File: src/rtl/dma_mlc_pkg.sv
package dma_mlc_pkg;

  // Action taken in the completion cycle
  typedef enum logic [1:0] {
    ACT_NONE  = 2'd0,
    ACT_ADJ   = 2'd1,
    ACT_FETCH = 2'd2,
    ACT_ERR   = 2'd3
  } mlc_act_e;

endpackage

File: src/rtl/mlc_iter_count.sv
module mlc_iter_count #(
  parameter int CNT_W  = 15,
  parameter int LINK_W = 9
) (
  input  logic             clk,
  input  logic             rst_n,
  input  logic             load,
  input  logic [CNT_W-1:0] load_val,
  input  logic [CNT_W-1:0] biter,
  input  logic             link_en,
  input  logic             minor_done,
  output logic [CNT_W-1:0] cnt,
  output logic             fin,
  output logic             zero_err
);

  localparam logic [CNT_W-1:0] LINK_MASK = {{(CNT_W-LINK_W){1'b0}}, {LINK_W{1'b1}}};

  // Keep only the bits that exist in the selected count width
  function automatic logic [CNT_W-1:0] fit(input logic [CNT_W-1:0] v, input logic lnk);
    return lnk ? (v & LINK_MASK) : v;
  endfunction

  logic [CNT_W-1:0] cnt_q, cur, cnt_d;
  logic             fin_q, dec;

  // In the completion cycle the reloaded value is the base for this cycle
  assign cur      = fin_q ? fit(biter, link_en) : cnt_q;
  assign dec      = minor_done && !load && (cur != '0);
  assign zero_err = minor_done && !load && (cur == '0);

  always_comb begin
    if (load)     cnt_d = fit(load_val, link_en);
    else if (dec) cnt_d = cur - 1'b1;
    else          cnt_d = cur;
  end

  always_ff @(posedge clk or negedge rst_n) begin
    if (!rst_n) begin
      cnt_q <= '0;
      fin_q <= 1'b0;
    end else begin
      cnt_q <= cnt_d;
      fin_q <= dec && (cur == {{(CNT_W-1){1'b0}}, 1'b1});
    end
  end

  assign cnt = cnt_q;
  assign fin = fin_q;

endmodule

File: src/rtl/mlc_finish.sv
module mlc_finish
  import dma_mlc_pkg::*;
#(
  parameter int ADDR_W     = 32,
  parameter int ALIGN_BITS = 5
) (
  input  logic              clk,
  input  logic              rst_n,
  input  logic              fire,
  input  logic              sg_en,
  input  logic [ADDR_W-1:0] adj,
  input  logic [ADDR_W-1:0] dst_in,
  output logic [ADDR_W-1:0] dst_out,
  output logic              dst_we,
  output logic              sg_req,
  output logic [ADDR_W-1:0] sg_addr,
  output logic              misalign
);

  // Two's-complement add wraps modulo 2^ADDR_W
  function automatic logic [ADDR_W-1:0] add_adj(input logic [ADDR_W-1:0] a,
                                                input logic [ADDR_W-1:0] d);
    return a + d;
  endfunction

  function automatic logic is_aligned(input logic [ADDR_W-1:0] a);
    return a[ALIGN_BITS-1:0] == '0;
  endfunction

  mlc_act_e act;

  always_comb begin
    if (!fire)                act = ACT_NONE;
    else if (!sg_en)          act = ACT_ADJ;
    else if (is_aligned(adj)) act = ACT_FETCH;
    else                      act = ACT_ERR;
  end

  assign misalign = (act == ACT_ERR);

  always_ff @(posedge clk or negedge rst_n) begin
    if (!rst_n) begin
      dst_out <= '0;
      dst_we  <= 1'b0;
      sg_req  <= 1'b0;
      sg_addr <= '0;
    end else begin
      dst_we <= (act == ACT_ADJ);
      sg_req <= (act == ACT_FETCH);
      if (act == ACT_ADJ)   dst_out <= add_adj(dst_in, adj);
      if (act == ACT_FETCH) sg_addr <= adj;
    end
  end

endmodule

File: src/rtl/mlc_status.sv
module mlc_status (
  input  logic clk,
  input  logic rst_n,
  input  logic fire,
  input  logic int_en,
  input  logic err_set,
  input  logic clr,
  output logic done,
  output logic irq,
  output logic err
);

  // A set in the same cycle as a clear wins
  always_ff @(posedge clk or negedge rst_n) begin
    if (!rst_n) begin
      done <= 1'b0;
      irq  <= 1'b0;
      err  <= 1'b0;
    end else begin
      if (fire)     done <= 1'b1;
      else if (clr) done <= 1'b0;
      if (fire && int_en) irq <= 1'b1;
      else if (clr)       irq <= 1'b0;
      if (err_set)  err <= 1'b1;
      else if (clr) err <= 1'b0;
    end
  end

endmodule

File: src/rtl/dma_major_loop_ctrl.sv
module dma_major_loop_ctrl #(
  parameter int CNT_W      = 15,
  parameter int LINK_W     = 9,
  parameter int ADDR_W     = 32,
  parameter int ALIGN_BITS = 5
) (
  input  logic              clk,
  input  logic              rst_n,
  input  logic              cfg_load,
  input  logic [CNT_W-1:0]  cfg_citer,
  input  logic [CNT_W-1:0]  cfg_biter,
  input  logic              cfg_link_en,
  input  logic              cfg_sg_en,
  input  logic              cfg_int_en,
  input  logic [ADDR_W-1:0] cfg_last_adj,
  input  logic              done_clr,
  input  logic              minor_done,
  input  logic [ADDR_W-1:0] dst_addr_in,
  output logic [CNT_W-1:0]  citer,
  output logic [ADDR_W-1:0] dst_addr_out,
  output logic              dst_addr_we,
  output logic              sg_req,
  output logic [ADDR_W-1:0] sg_addr,
  output logic              irq,
  output logic              done,
  output logic              cfg_err
);

  // Named internal events, used by the checker
  logic ev_exhaust;
  logic ev_zero_err;
  logic ev_misalign;

  mlc_iter_count #(.CNT_W(CNT_W), .LINK_W(LINK_W)) u_count (
    .clk       (clk),
    .rst_n     (rst_n),
    .load      (cfg_load),
    .load_val  (cfg_citer),
    .biter     (cfg_biter),
    .link_en   (cfg_link_en),
    .minor_done(minor_done),
    .cnt       (citer),
    .fin       (ev_exhaust),
    .zero_err  (ev_zero_err)
  );

  mlc_finish #(.ADDR_W(ADDR_W), .ALIGN_BITS(ALIGN_BITS)) u_finish (
    .clk     (clk),
    .rst_n   (rst_n),
    .fire    (ev_exhaust),
    .sg_en   (cfg_sg_en),
    .adj     (cfg_last_adj),
    .dst_in  (dst_addr_in),
    .dst_out (dst_addr_out),
    .dst_we  (dst_addr_we),
    .sg_req  (sg_req),
    .sg_addr (sg_addr),
    .misalign(ev_misalign)
  );

  mlc_status u_status (
    .clk    (clk),
    .rst_n  (rst_n),
    .fire   (ev_exhaust),
    .int_en (cfg_int_en),
    .err_set(ev_zero_err || ev_misalign),
    .clr    (done_clr),
    .done   (done),
    .irq    (irq),
    .err    (cfg_err)
  );

endmodule

File: config.mk
export PLATFORM = sky130hd
export DESIGN_NAME = dma_major_loop_ctrl
export DESIGN_NICKNAME = d
export VERILOG_FILES = /design/src/rtl/dma_mlc_pkg.sv /design/src/rtl/mlc_iter_count.sv /design/src/rtl/mlc_finish.sv /design/src/rtl/mlc_status.sv /design/src/rtl/dma_major_loop_ctrl.sv
export SDC_FILE = /design/constraint.sdc
export NUM_CORES = 1
export LEC_CHECK = 0
export ABC_AREA = 1
export ABC_CLOCK_PERIOD_IN_PS = 5400
export CAP_MARGIN = 10
export CORE_MARGIN = 2
export CORE_UTILIZATION = 52
export CTS_CLUSTER_DIAMETER = 100
export DETAILED_ROUTE_END_ITERATION = 7
export HOLD_SLACK_MARGIN = 0.1
export PLACE_DENSITY_LB_ADDON = 0.2
export SYNTH_ARGS = -nofsm -noshare
export SYNTH_HDL_FRONTEND = slang
export SYNTH_SLANG_ARGS = --single-unit
File: constraint.sdc
create_clock -name clk -period 5.4 [get_ports clk]
set_input_delay 1.08 -clock clk [delete_from_list [all_inputs] [get_ports clk]]
set_output_delay 1.08 -clock clk [all_outputs]
set_load 0.01 [all_outputs]
After elaboration in Yosys (flattened, before gate mapping)

Cells that the tools add are included.

Mux-type cells: 12
Eq/ne operators: 4
Add/subtract/negate cells: 2
Reduce and logical (&&, ||, !) cells: 13

Operators by type and width:

| cell                                                  | number |
|---|---|
| 2-to-1 mux 15 bit                                     | 5 |
| adder 32 bit                                          | 1 |
| equality test 15 x 1 -> 1 bit (second input constant) | 1 |
| zero test 15 bit                                      | 1 |
| nonzero test 15 bit                                   | 1 |
| subtractor 15 x 1 -> 15 bit (second input constant)   | 1 |
| nonzero test 2 bit                                    | 3 |
| logical AND 1 bit                                     | 5 |
| zero test 5 bit                                       | 1 |
| 2-to-1 mux 1 bit                                      | 5 |
| equality test 2 bit (second input constant)           | 2 |
| 2-to-1 mux 2 bit                                      | 2 |
| equality test 2 x 1 -> 1 bit (second input constant)  | 1 |
| zero test 1 bit                                       | 1 |
| logical OR 1 bit                                      | 1 |

Input bits: 102
Bits in registers: 85

Logic depth before layout (Yosys ltp)

Gate-level depths: netlist (run 1).

Depth after elaboration: 7
Depth in mapped cells: 16
Depth with buffers taken out: 14

Modules after synthesis

Synthesis (run 1) repeated with hierarchy kept, for this count alone.

Cells, all modules: 1011
Area total of the unflattened synthesis: 6378.6 um^2

By module, submodules not included:

| module              | area an instance (um^2) | cells an instance | times used |
|---|---|---|---|
| mlc_finish          | 4783.3                  | 749               | 1 |
| mlc_iter_count      | 1471.4                  | 246               | 1 |
| mlc_status          | 112.6                   | 13                | 1 |
| dma_major_loop_ctrl | 11.3                    | 3                 | 1 |

Worst setup path before layout (run 1)

OpenSTA, ideal clock, no wires.

Path type: in2reg
Start: input port cfg_last_adj[0]
End: register u_finish.dst_out[30]
Setup slack: 2.840 ns
Stages: 12
Data arrival time: 2.443 ns
Data required time: 5.283 ns
Path through: ha_1 -> fa_1 -> nand3_1 -> nand2_1 -> nand3_1 -> nand2_1 -> nand2_1 -> nand2_1 -> nand2_1 -> nand3_1 -> nand3_1 -> nand2_1

Cells in the longest elaborated chain, start to end: 5
Elaborated cells between the ends (all ways): 6

RTL lines:

| element                                                              | line                      | source |
|---|---|---|
| start, declared                                                      | dma_major_loop_ctrl.sv:15 | `input logic [ADDR_W-1:0] cfg_last_adj,` |
| parallel branches: the longest is 5 deep, another holds adder 32 bit | -                         |  |
| end signal, assigned                                                 | mlc_finish.sv:50          | `if (act == ACT_ADJ) dst_out <= add_adj(dst_in, adj);` |
| end, declared                                                        | mlc_finish.sv:13          | `output logic [ADDR_W-1:0] dst_out,` |

Several ways; the timed one is not identified.
A chain may end at the register's enable or synchronous reset.

Worst setup path after layout (run 1)

Start: input port cfg_load
End: register u_count.cnt_q[12] (netlist: u_count.cnt[12])

Cells in the longest elaborated chain, start to end: 5

RTL lines:

| element                        | line                     | source |
|---|---|---|
| start, declared                | dma_major_loop_ctrl.sv:9 | `input logic cfg_load,` |
| zero test 1 bit                | mlc_iter_count.sv:29     | `assign dec = minor_done && !load && (cur != '0);` |
| logical AND 1 bit (2 in a row) | mlc_iter_count.sv:29     |  |
| 2-to-1 mux 15 bit              | mlc_iter_count.sv:34     | `else if (dec) cnt_d = cur - 1'b1;` |
| 2-to-1 mux 15 bit (*)          | mlc_iter_count.sv:33     | `if (load) cnt_d = fit(load_val, link_en);` |
| named net u_count.cnt_d[12]    | mlc_iter_count.sv:24     | `logic [CNT_W-1:0] cnt_q, cur, cnt_d;` |
| end signal, assigned           | mlc_iter_count.sv:43     | `cnt_q <= cnt_d;` |
| end, declared                  | mlc_iter_count.sv:24     |  |

The timed path passes the listed nets; every way through them passes the cells marked *.

==> parameters.txt, run 1 <==
Parameter                              Value

Power and ir drop
  Leakage power summed over all cells    4.41 nW
  Peak VDD IR    0.208 mV
  Total power divided by cell area    226 mW/mm²

Worst setup path
  Startpoint type of the worst setup path    input port
  Worst path buffer plus inverter count    2
  Req. time, crit path    5.68 ns
  Maximum fanout along the worst path    18
  CP top delay family    buffers and inverters
  Critical path capture point type    flop
  Slowest CP cell    clkdlybuf4s50_1
  Critical Setup Path Class    in2reg
  Worst path cell trace    clkdlybuf4s50_1 > clkinv_1 > nor2_1 > nand2_1 > nand2_1
  Maximum cell stage delay along the critical path    0.73 ns
  FF-to-FF setup slack    2.58 ns
  Most repeated library cell on the critical path    nand2_1
  CP Data Arrival Time    3.27 ns

STA
  Max-slew violations    0
  Number of failing setup endpoints in the final timing report    0
  Setup TNS    0 ns
  Period Utilization, post-route    55.3%
  Total count of hold-check failures in the final report    0
  Setup repair after global routing missed its margin    no
  Post-route minimum period    2.99 ns
  Relative max-transition margin    47.9%
  Final clock skew    0.00448 ns
  Top achievable clock speed    335 MHz
  Pin slew with the least headroom to its limit    0.781 ns
  Final critical-path setup slack    2.41 ns

Placement
  DP Worst Slack    2.05 ns
  Last weighted congestion value of the routability-driven placer    0.942
  HPWL after detailed placement    14600 µm
  Port Buffers    185

Synth
  Post-synth ARST share    100%
  Synth top area share    34.6%
  Avg Synthesized Cell Area    6.49 µm²
  Number of different library cells in the post-synthesis netlist    37
  Count of flip-flops with a built-in enable after synthesis    0
  Biggest area contributors in the synthesized netlist    dfrtp_1 (35%), nand2_1 (27%), ha_1 (6.9%)
  Most area-hungry cell type in the Yosys netlist    dfrtp_1
  Share of the synthesized netlist area taken by xor and xnor gates    3.13%
  Nets in the synthesized netlist    1085
  Synthesized-area fraction occupied by and/or/nand/nor cells    40.1%
  Multiplexer fraction of the synthesized cell area    0%
  Most repeated cell in the gate-level netlist after synthesis    nand2_1
  Ranking of synthesized cells by instance count    nand2_1 (442), inv_1 (102), dfrtp_1 (85)
  Synth Register Bits    85
  Seq/Total Area, Yosys    34.6%
  Share of the synthesized area in compound gates (AO/OA/AOI/OAI)    6.51%
  Adder-cell share of the synthesized area    7.24%
  Main combinational cell family by area after synthesis    simple AND/OR/NAND/NOR gates
  Area of the mapped netlist    0.00615 mm²
  Ys Warns    0
  Post-Syn Instances    948
  Leading register cell type out of synthesis    dfrtp_1

Clock tree
  CTS tree    done
  Root buffer cell    clkbuf_16
  Total CTS buffers    9
  Later-pin clock latency in the skew report    0.34 ns
  Clock Path Buffers    2
  Number of sinks on the clock net    85
  Count of hold buffers inserted by post-cts repair    0
  # Post-CTS Setup Buffers    0
  Post-CTS clock slew at the launch and capture registers of the worst setup and hold paths    0.06 ns
  Count of H-tree levels built during CTS    3
  Total of cells resized after clock tree synthesis    0

Min path
  Min-delay worst type    reg2reg

Global route
  Global-route usage over all layers    29.9%
  Maximum number of pins on one net before global-route repair    51
  GR peak layer    met2
  Global-route track usage on met3    6.96%
  Initial antenna violation count    0
  Met2 capacity usage during global routing    49.3%
  Grt total ovfl    0
  Number of global-route vias before repair    6185
  GRT met1 Usage    39.8%
  First-pass GRT wire length    30300 µm

Finish
  Layout Area Growth over Synthesis    36.2%
  Multi-input gate area    0.00351 mm²
  Layout filler cell count    981
  Diode count    0
  Fraction of layout cells with a size suffix above 1    4.06%
  Register Area    0.00213 mm²
  Final Net Count    1266

Run
  Max-Cap Viols    0

Floorplan
  Row count    39
  Die outline height    113 µm
  Number of I/O pins    186
  Effective utilization at floorplan    53.6%
  Area inside the core boundary    0.0115 mm²
  X dimension of the die    113 µm
  Die Outline Area    0.0127 mm²

Status
  Outcome    complete, no violations

Route
  DRC errors left    0
  1st-pass router iterations    7
  Via density per instance    5.10
  WL final    18600 µm
  Drt first-iter violations    353
  Antenna-violating nets left    0
  Vias post-DR    6511
  Average detailed-routed wire length per instance    14.5 µm
-- final timing paths --
path	from	end	cells after the start
max	cfg_load	u_count.cnt[12]	5
min	u_finish.sg_addr[16]	u_finish.sg_addr[16]	2
max reg2reg	u_count.fin	u_count.cnt[6]	12
min reg2reg	u_finish.sg_addr[16]	u_finish.sg_addr[16]	2
max in group asynchronous	rst_n	u_finish.dst_out[2]	2
min in group asynchronous	rst_n	u_finish.dst_out[29]	1
-- stage by stage --
step                      instance area, µm²  power (W)  cells  hold slack (ns)  util [%]
final                                   8380    0.00189   1277            0.473      73.0
after global routing                    8380    0.00200   1277            0.500      73.0
after CTS                               8380    0.00190   1277            0.477      73.0
after detailed placement                8090    0.00130   1261            0.462      70.6
after global placement                  8090    0.00129   1261            0.454      70.6
after floorplan                         6150    0.00103    948            0.509         -
-- registers in the layout (all words and copies together) (netlist names) --
| register | cells |
|---|---|
| u_finish.dst_out | 32 |
| u_finish.sg_addr | 32 |
| u_count.cnt | 15 |
| u_count.fin | 1 |
| u_finish.dst_we | 1 |
| u_finish.sg_req | 1 |
| u_status.done | 1 |
| u_status.err | 1 |
| u_status.irq | 1 |
-- worst register-to-register path: stages, from the launching register on --
cell and delay, ns:
dfrtp_1 0.85, inv_4 0.25, nand2_1 0.12, nand2_1 0.15, inv_1 0.19, ha_1 0.31
nand3_1 0.11, nor2_1 0.30, xor2_1 0.20, nand2_1 0.08, nand2_1 0.09, nand2_1 0.05
nand2_1 0.07
-- metal layers --
layer / vias up / routed length, µm
met3: 35 / 1240
met5: - / 0
met1: 2931 / 8330
li1: 3307 / -
met4: 0 / 435
met2: 238 / 8560
-- report_power, final --
part / internal, W / leakage [nW] / switching, W
logic: 0.000269 / 3.17 / 0.000320
clock network: 0.000327 / 0.135 / 0.000272
registers: 0.000679 / 1.10 / 0.0000260
total: 0.00128 / 4.41 / 0.000618
-- cells in the final DEF (no fill, tap or decap), types with 2 or more instances in the layout --
| cell type | instances |
|---|---|
| a21oi_1 | 31 |
| buf_4 | 4 |
| clkbuf_16 | 9 |
| clkdlybuf4s50_1 | 184 |
| clkinv_4 | 2 |
| clkinvlp_4 | 2 |
| dfrtp_1 | 85 |
| ha_1 | 34 |
| inv_1 | 102 |
| inv_2 | 4 |
| nand2_1 | 442 |
| nand2_2 | 10 |
| nand3_1 | 54 |
| nand3b_1 | 8 |
| nand4_1 | 5 |
| nor2_1 | 73 |
| nor2_2 | 6 |
| nor4_1 | 2 |
| o21ai_0 | 23 |
| o21ai_1 | 7 |
| o21ai_2 | 2 |
| o21bai_1 | 6 |
| xnor2_1 | 15 |
| xor2_1 | 7 |
-- cell families (layout without fill, tap and decap cells) --
group | after synthesis | count (layout)
simple gates | 607 | 607
buf+inv | 126 | 312
flops | 85 | 85
compound gates | 73 | 73
fa+ha+maj | 35 | 35
xor+xnor | 22 | 22
-- layout make-up --
| type | instances | share of cell area [%] |
|---|---|---|
| clock buffer | 10 | 2.85 |
| multi-input combinational | 737 | 41.9 |
| timing repair buffer | 188 | 22.3 |
| sequential | 85 | 25.4 |
| inverter | 108 | 4.87 |
| clock inverter | 6 | 0.553 |
| tap | 143 | 2.14 |
Note: power is estimated with default switching activity, not from simulation.
==> run 2, diff against run 1 <==
--- a/config.mk
+++ b/config.mk
@@ -6,10 +6,10 @@
 export NUM_CORES = 1
 export LEC_CHECK = 0
 export ABC_AREA = 1
-export ABC_CLOCK_PERIOD_IN_PS = 5400
+export ABC_CLOCK_PERIOD_IN_PS = 2400
 export CAP_MARGIN = 10
 export CORE_MARGIN = 2
-export CORE_UTILIZATION = 52
+export CORE_UTILIZATION = 44
 export CTS_CLUSTER_DIAMETER = 100
 export DETAILED_ROUTE_END_ITERATION = 7
 export HOLD_SLACK_MARGIN = 0.1
==> constraint.sdc (replaced) <==
create_clock -name clk -period 2.4 [get_ports clk]
set_input_delay 0.48 -clock clk [delete_from_list [all_inputs] [get_ports clk]]
set_output_delay 0.48 -clock clk [all_outputs]
set_load 0.01 [all_outputs]
==> run 2 against run 1 <==
Compared with the run above: first-iteration DRC count shrank 1.7%; via count increased by 2.0%; sequential share of layout area down 1.7 points; die area up 18%; register-to-register slack lost 2.4 ns; hold slack got worse by 0.0051 ns; final cell count rose by 7.8%; combinational power grew 150%; core utilization decreased by 7.8 points; total power grew 150%; critical path depth up 7; clock skew increased by 0.0026 ns.
==> parameters.txt, run 2 (synthesis gave the netlist of run 1 again) <==
Parameter                              Value

Route
  WL final    19100 µm (was 18600 µm)
  DRC errors left    0 (unchanged)
  1st-pass router iterations    5 (was 7)
  Antenna-violating nets left    0 (unchanged)
  Average detailed-routed wire length per instance    13.9 µm (was 14.5 µm)
  Vias post-DR    6644 (was 6511)
  Drt first-iter violations    347 (was 353)
  Via density per instance    4.82 (was 5.10)

Power and ir drop
  Peak VDD IR    0.390 mV (was 0.208 mV)
  Cell-internal power    0.00328 W (was 0.00128 W)
  Overall power of the completed layout    0.00468 W (was 0.00189 W)
  Leakage power summed over all cells    4.76 nW (was 4.41 nW)
  Sw Ratio    29.9% (was 32.7%)
  Clk pwr share    34.8% (was 31.6%)
  Total power divided by cell area    521 mW/mm² (was 226 mW/mm²)
  Sequential share of power    33.8% (was 37.2%)
  Power dissipated by switching net loads    0.00140 W (was 0.000618 W)
  Combinational power share    31.4% (was 31.1%)

Clock tree
  CTS tree    done (unchanged)
  Total CTS buffers    9 (unchanged)
  Count of H-tree levels built during CTS    3 (unchanged)
  Root buffer cell    clkbuf_16 (unchanged)
  Number of sinks on the clock net    85 (unchanged)
  Later-pin clock latency in the skew report    0.35 ns (was 0.34 ns)
  # Post-CTS Setup Buffers    0 (unchanged)
  Clock Path Buffers    2 (unchanged)
  Post-CTS clock slew at the launch and capture registers of the worst setup and hold paths    0.06 ns (about the same)

Worst setup path
  Maximum fanout along the worst path    18 (unchanged)
  CP Data Arrival Time    2.50 ns (was 3.27 ns)
  Startpoint type of the worst setup path    flop (was input port)
  Critical Setup Path Class    reg2reg (was in2reg)
  Req. time, crit path    2.68 ns (was 5.68 ns)
  Critical path capture point type    flop (unchanged)

Finish
  Final Net Count    1331 (was 1266)
  Diode count    0 (unchanged)
  Layout filler cell count    1305 (was 981)
  Most common library cell in the layout ignoring fill and taps    nand2_1 (unchanged)
  Most frequent cells in the layout    nand2_1 (442), clkdlybuf4s50_1 (184), inv_1 (102), dfrtp_1 (85), nor2_1 (73) (unchanged)
  Layout Area Growth over Synthesis    46.2% (was 36.2%)
  Area of all placed cells without fillers    0.00899 mm² (was 0.00838 mm²)
  Fraction of layout cells with a size suffix above 1    9.02% (was 4.06%)

Placement
  Port Buffers    185 (unchanged)
  DP Worst Slack    -0.154 ns (was 2.05 ns)
  HPWL after detailed placement    15300 µm (was 14600 µm)
  Last weighted congestion value of the routability-driven placer    0.917 (was 0.942)
  Placed cell areas    0.00864 mm² (was 0.00809 mm²)

Run
  Max-Cap Viols    0 (unchanged)

Min path
  Min-delay worst type    reg2reg (unchanged)

STA
  Setup repair after global routing missed its margin    no (unchanged)
  Number of failing setup endpoints in the final timing report    0 (unchanged)
  Top achievable clock speed    449 MHz
  Total count of hold-check failures in the final report    0 (unchanged)
  Pin slew with the least headroom to its limit    0.755 ns (was 0.781 ns)
  Max-slew violations    0 (unchanged)
  Final clock skew    0.00706 ns (was 0.00448 ns)
  Period Utilization, post-route    92.7%
  Final critical-path setup slack    0.175 ns (was 2.41 ns)
  Post-route minimum period    2.23 ns
  Relative max-transition margin    49.6% (was 47.9%)

Floorplan
  Effective utilization at floorplan    44.6% (was 53.6%)
  Row count    43 (was 39)
  Area inside the core boundary    0.0138 mm² (was 0.0115 mm²)
  X dimension of the die    122 µm (was 113 µm)
  Die Outline Area    0.0149 mm² (was 0.0127 mm²)
  Die outline height    122 µm (was 113 µm)
  Number of I/O pins    186 (unchanged)

Global route
  Maximum number of pins on one net before global-route repair    48 (was 51)
  Global-route usage over all layers    25.8% (was 29.9%)
  First-pass GRT wire length    30100 µm (was 30300 µm)
  Initial antenna violation count    0 (unchanged)
  Number of global-route vias before repair    6166 (was 6185)
  Grt total ovfl    0 (unchanged)

Status
  Outcome    complete, no violations (unchanged)
[run 2: per-stage QoR]
step	cells	hold slack, ns	TNS (ns)	utilization, %
after floorplan	948	0.184	0	-
after global placement	1362	0.369	-1.30	62.8
after detailed placement	1362	0.371	-3.28	62.8
after CTS	1377	0.474	0	65.3
after global routing	1377	0.492	0	65.3
final	1377	0.468	0	65.3
[run 2: layer usage]
| layer | global-route usage, % | vias to the layer above | wire length [µm] |
|---|---|---|---|
| li1 | - | 3431 | - |
| met1 | 35.2 | 3020 | 8760 |
| met2 | 43.6 | 178 | 9210 |
| met3 | 3.81 | 15 | 952 |
| met4 | 5.32 | 0 | 187 |
| met5 | 0 | - | 0 |
[run 2: power by group through the flow]
stage | combinational, W | sequential, W | clock (W)
final | 0.00147 | 0.00158 | 0.00163
after CTS | 0.00147 | 0.00158 | 0.00165
after global routing | 0.00162 | 0.00159 | 0.00171
after floorplan | 0.000677 | 0.00165 | 0
after global placement | 0.00146 | 0.00161 | 0
after detailed placement | 0.00146 | 0.00161 | 0
[run 2: cell type report]
| class | count | area (µm²) | share of cell area [%] |
|---|---|---|---|
| Multi-Input combinational cell | 737 | 3510 | 39.0 |
| Timing Repair Buffer | 253 | 2390 | 26.6 |
| Sequential cell | 85 | 2130 | 23.7 |
| Inverter | 108 | 408 | 4.54 |
| Clock buffer | 10 | 239 | 2.66 |
| Tap cell | 180 | 225 | 2.51 |
| Clock inverter | 4 | 97.6 | 1.09 |
[run 2: what timing repair did]
item	4_1_cts	5_1_grt
hold endpoints to repair	16	0
hold buffers	1	0
gates resized for setup	0	0
endpoints found under the setup margin	0	0
[run 2: final timing paths]
kind | endpoint | start | cells after the start | slack (ns)
min in group asynchronous | u_finish.dst_out[3] | rst_n | 2 | 0.54
worst min-delay path | u_finish.sg_addr[27] | u_finish.sg_addr[27] | 2 | 0.47
worst max register to register | u_count.cnt[7] | u_count.fin | 12 | 0.17
worst max-delay path | u_count.cnt[7] | u_count.fin | 12 | 0.17
max in group asynchronous | u_finish.dst_out[23] | rst_n | 3 | 1.27
worst min register to register | u_finish.sg_addr[27] | u_finish.sg_addr[27] | 2 | 0.47
[run 2: critical path, cell delays in order (launching register included)]
cell	delay, ns
dfrtp_1	0.39
buf_4	0.27
nand2_1	0.09
nand2_1	0.11
inv_1	0.10
ha_1	0.20
nand3_1	0.09
nor2_2	0.06
a21oi_2	0.52
nand2_1	0.15
nand2_1	0.08
nand2_1	0.04
nand2_1	0.05
==> run 3, diff against run 2 <==
--- a/config.mk
+++ b/config.mk
@@ -7,7 +7,7 @@
 export LEC_CHECK = 0
 export ABC_AREA = 1
 export ABC_CLOCK_PERIOD_IN_PS = 2400
-export CAP_MARGIN = 10
+export CAP_MARGIN = 40
 export CORE_MARGIN = 2
 export CORE_UTILIZATION = 44
 export CTS_CLUSTER_DIAMETER = 100
==> results of run 3 <==
Same layout as run 2: the final DEF is identical, and so are final timing and power.
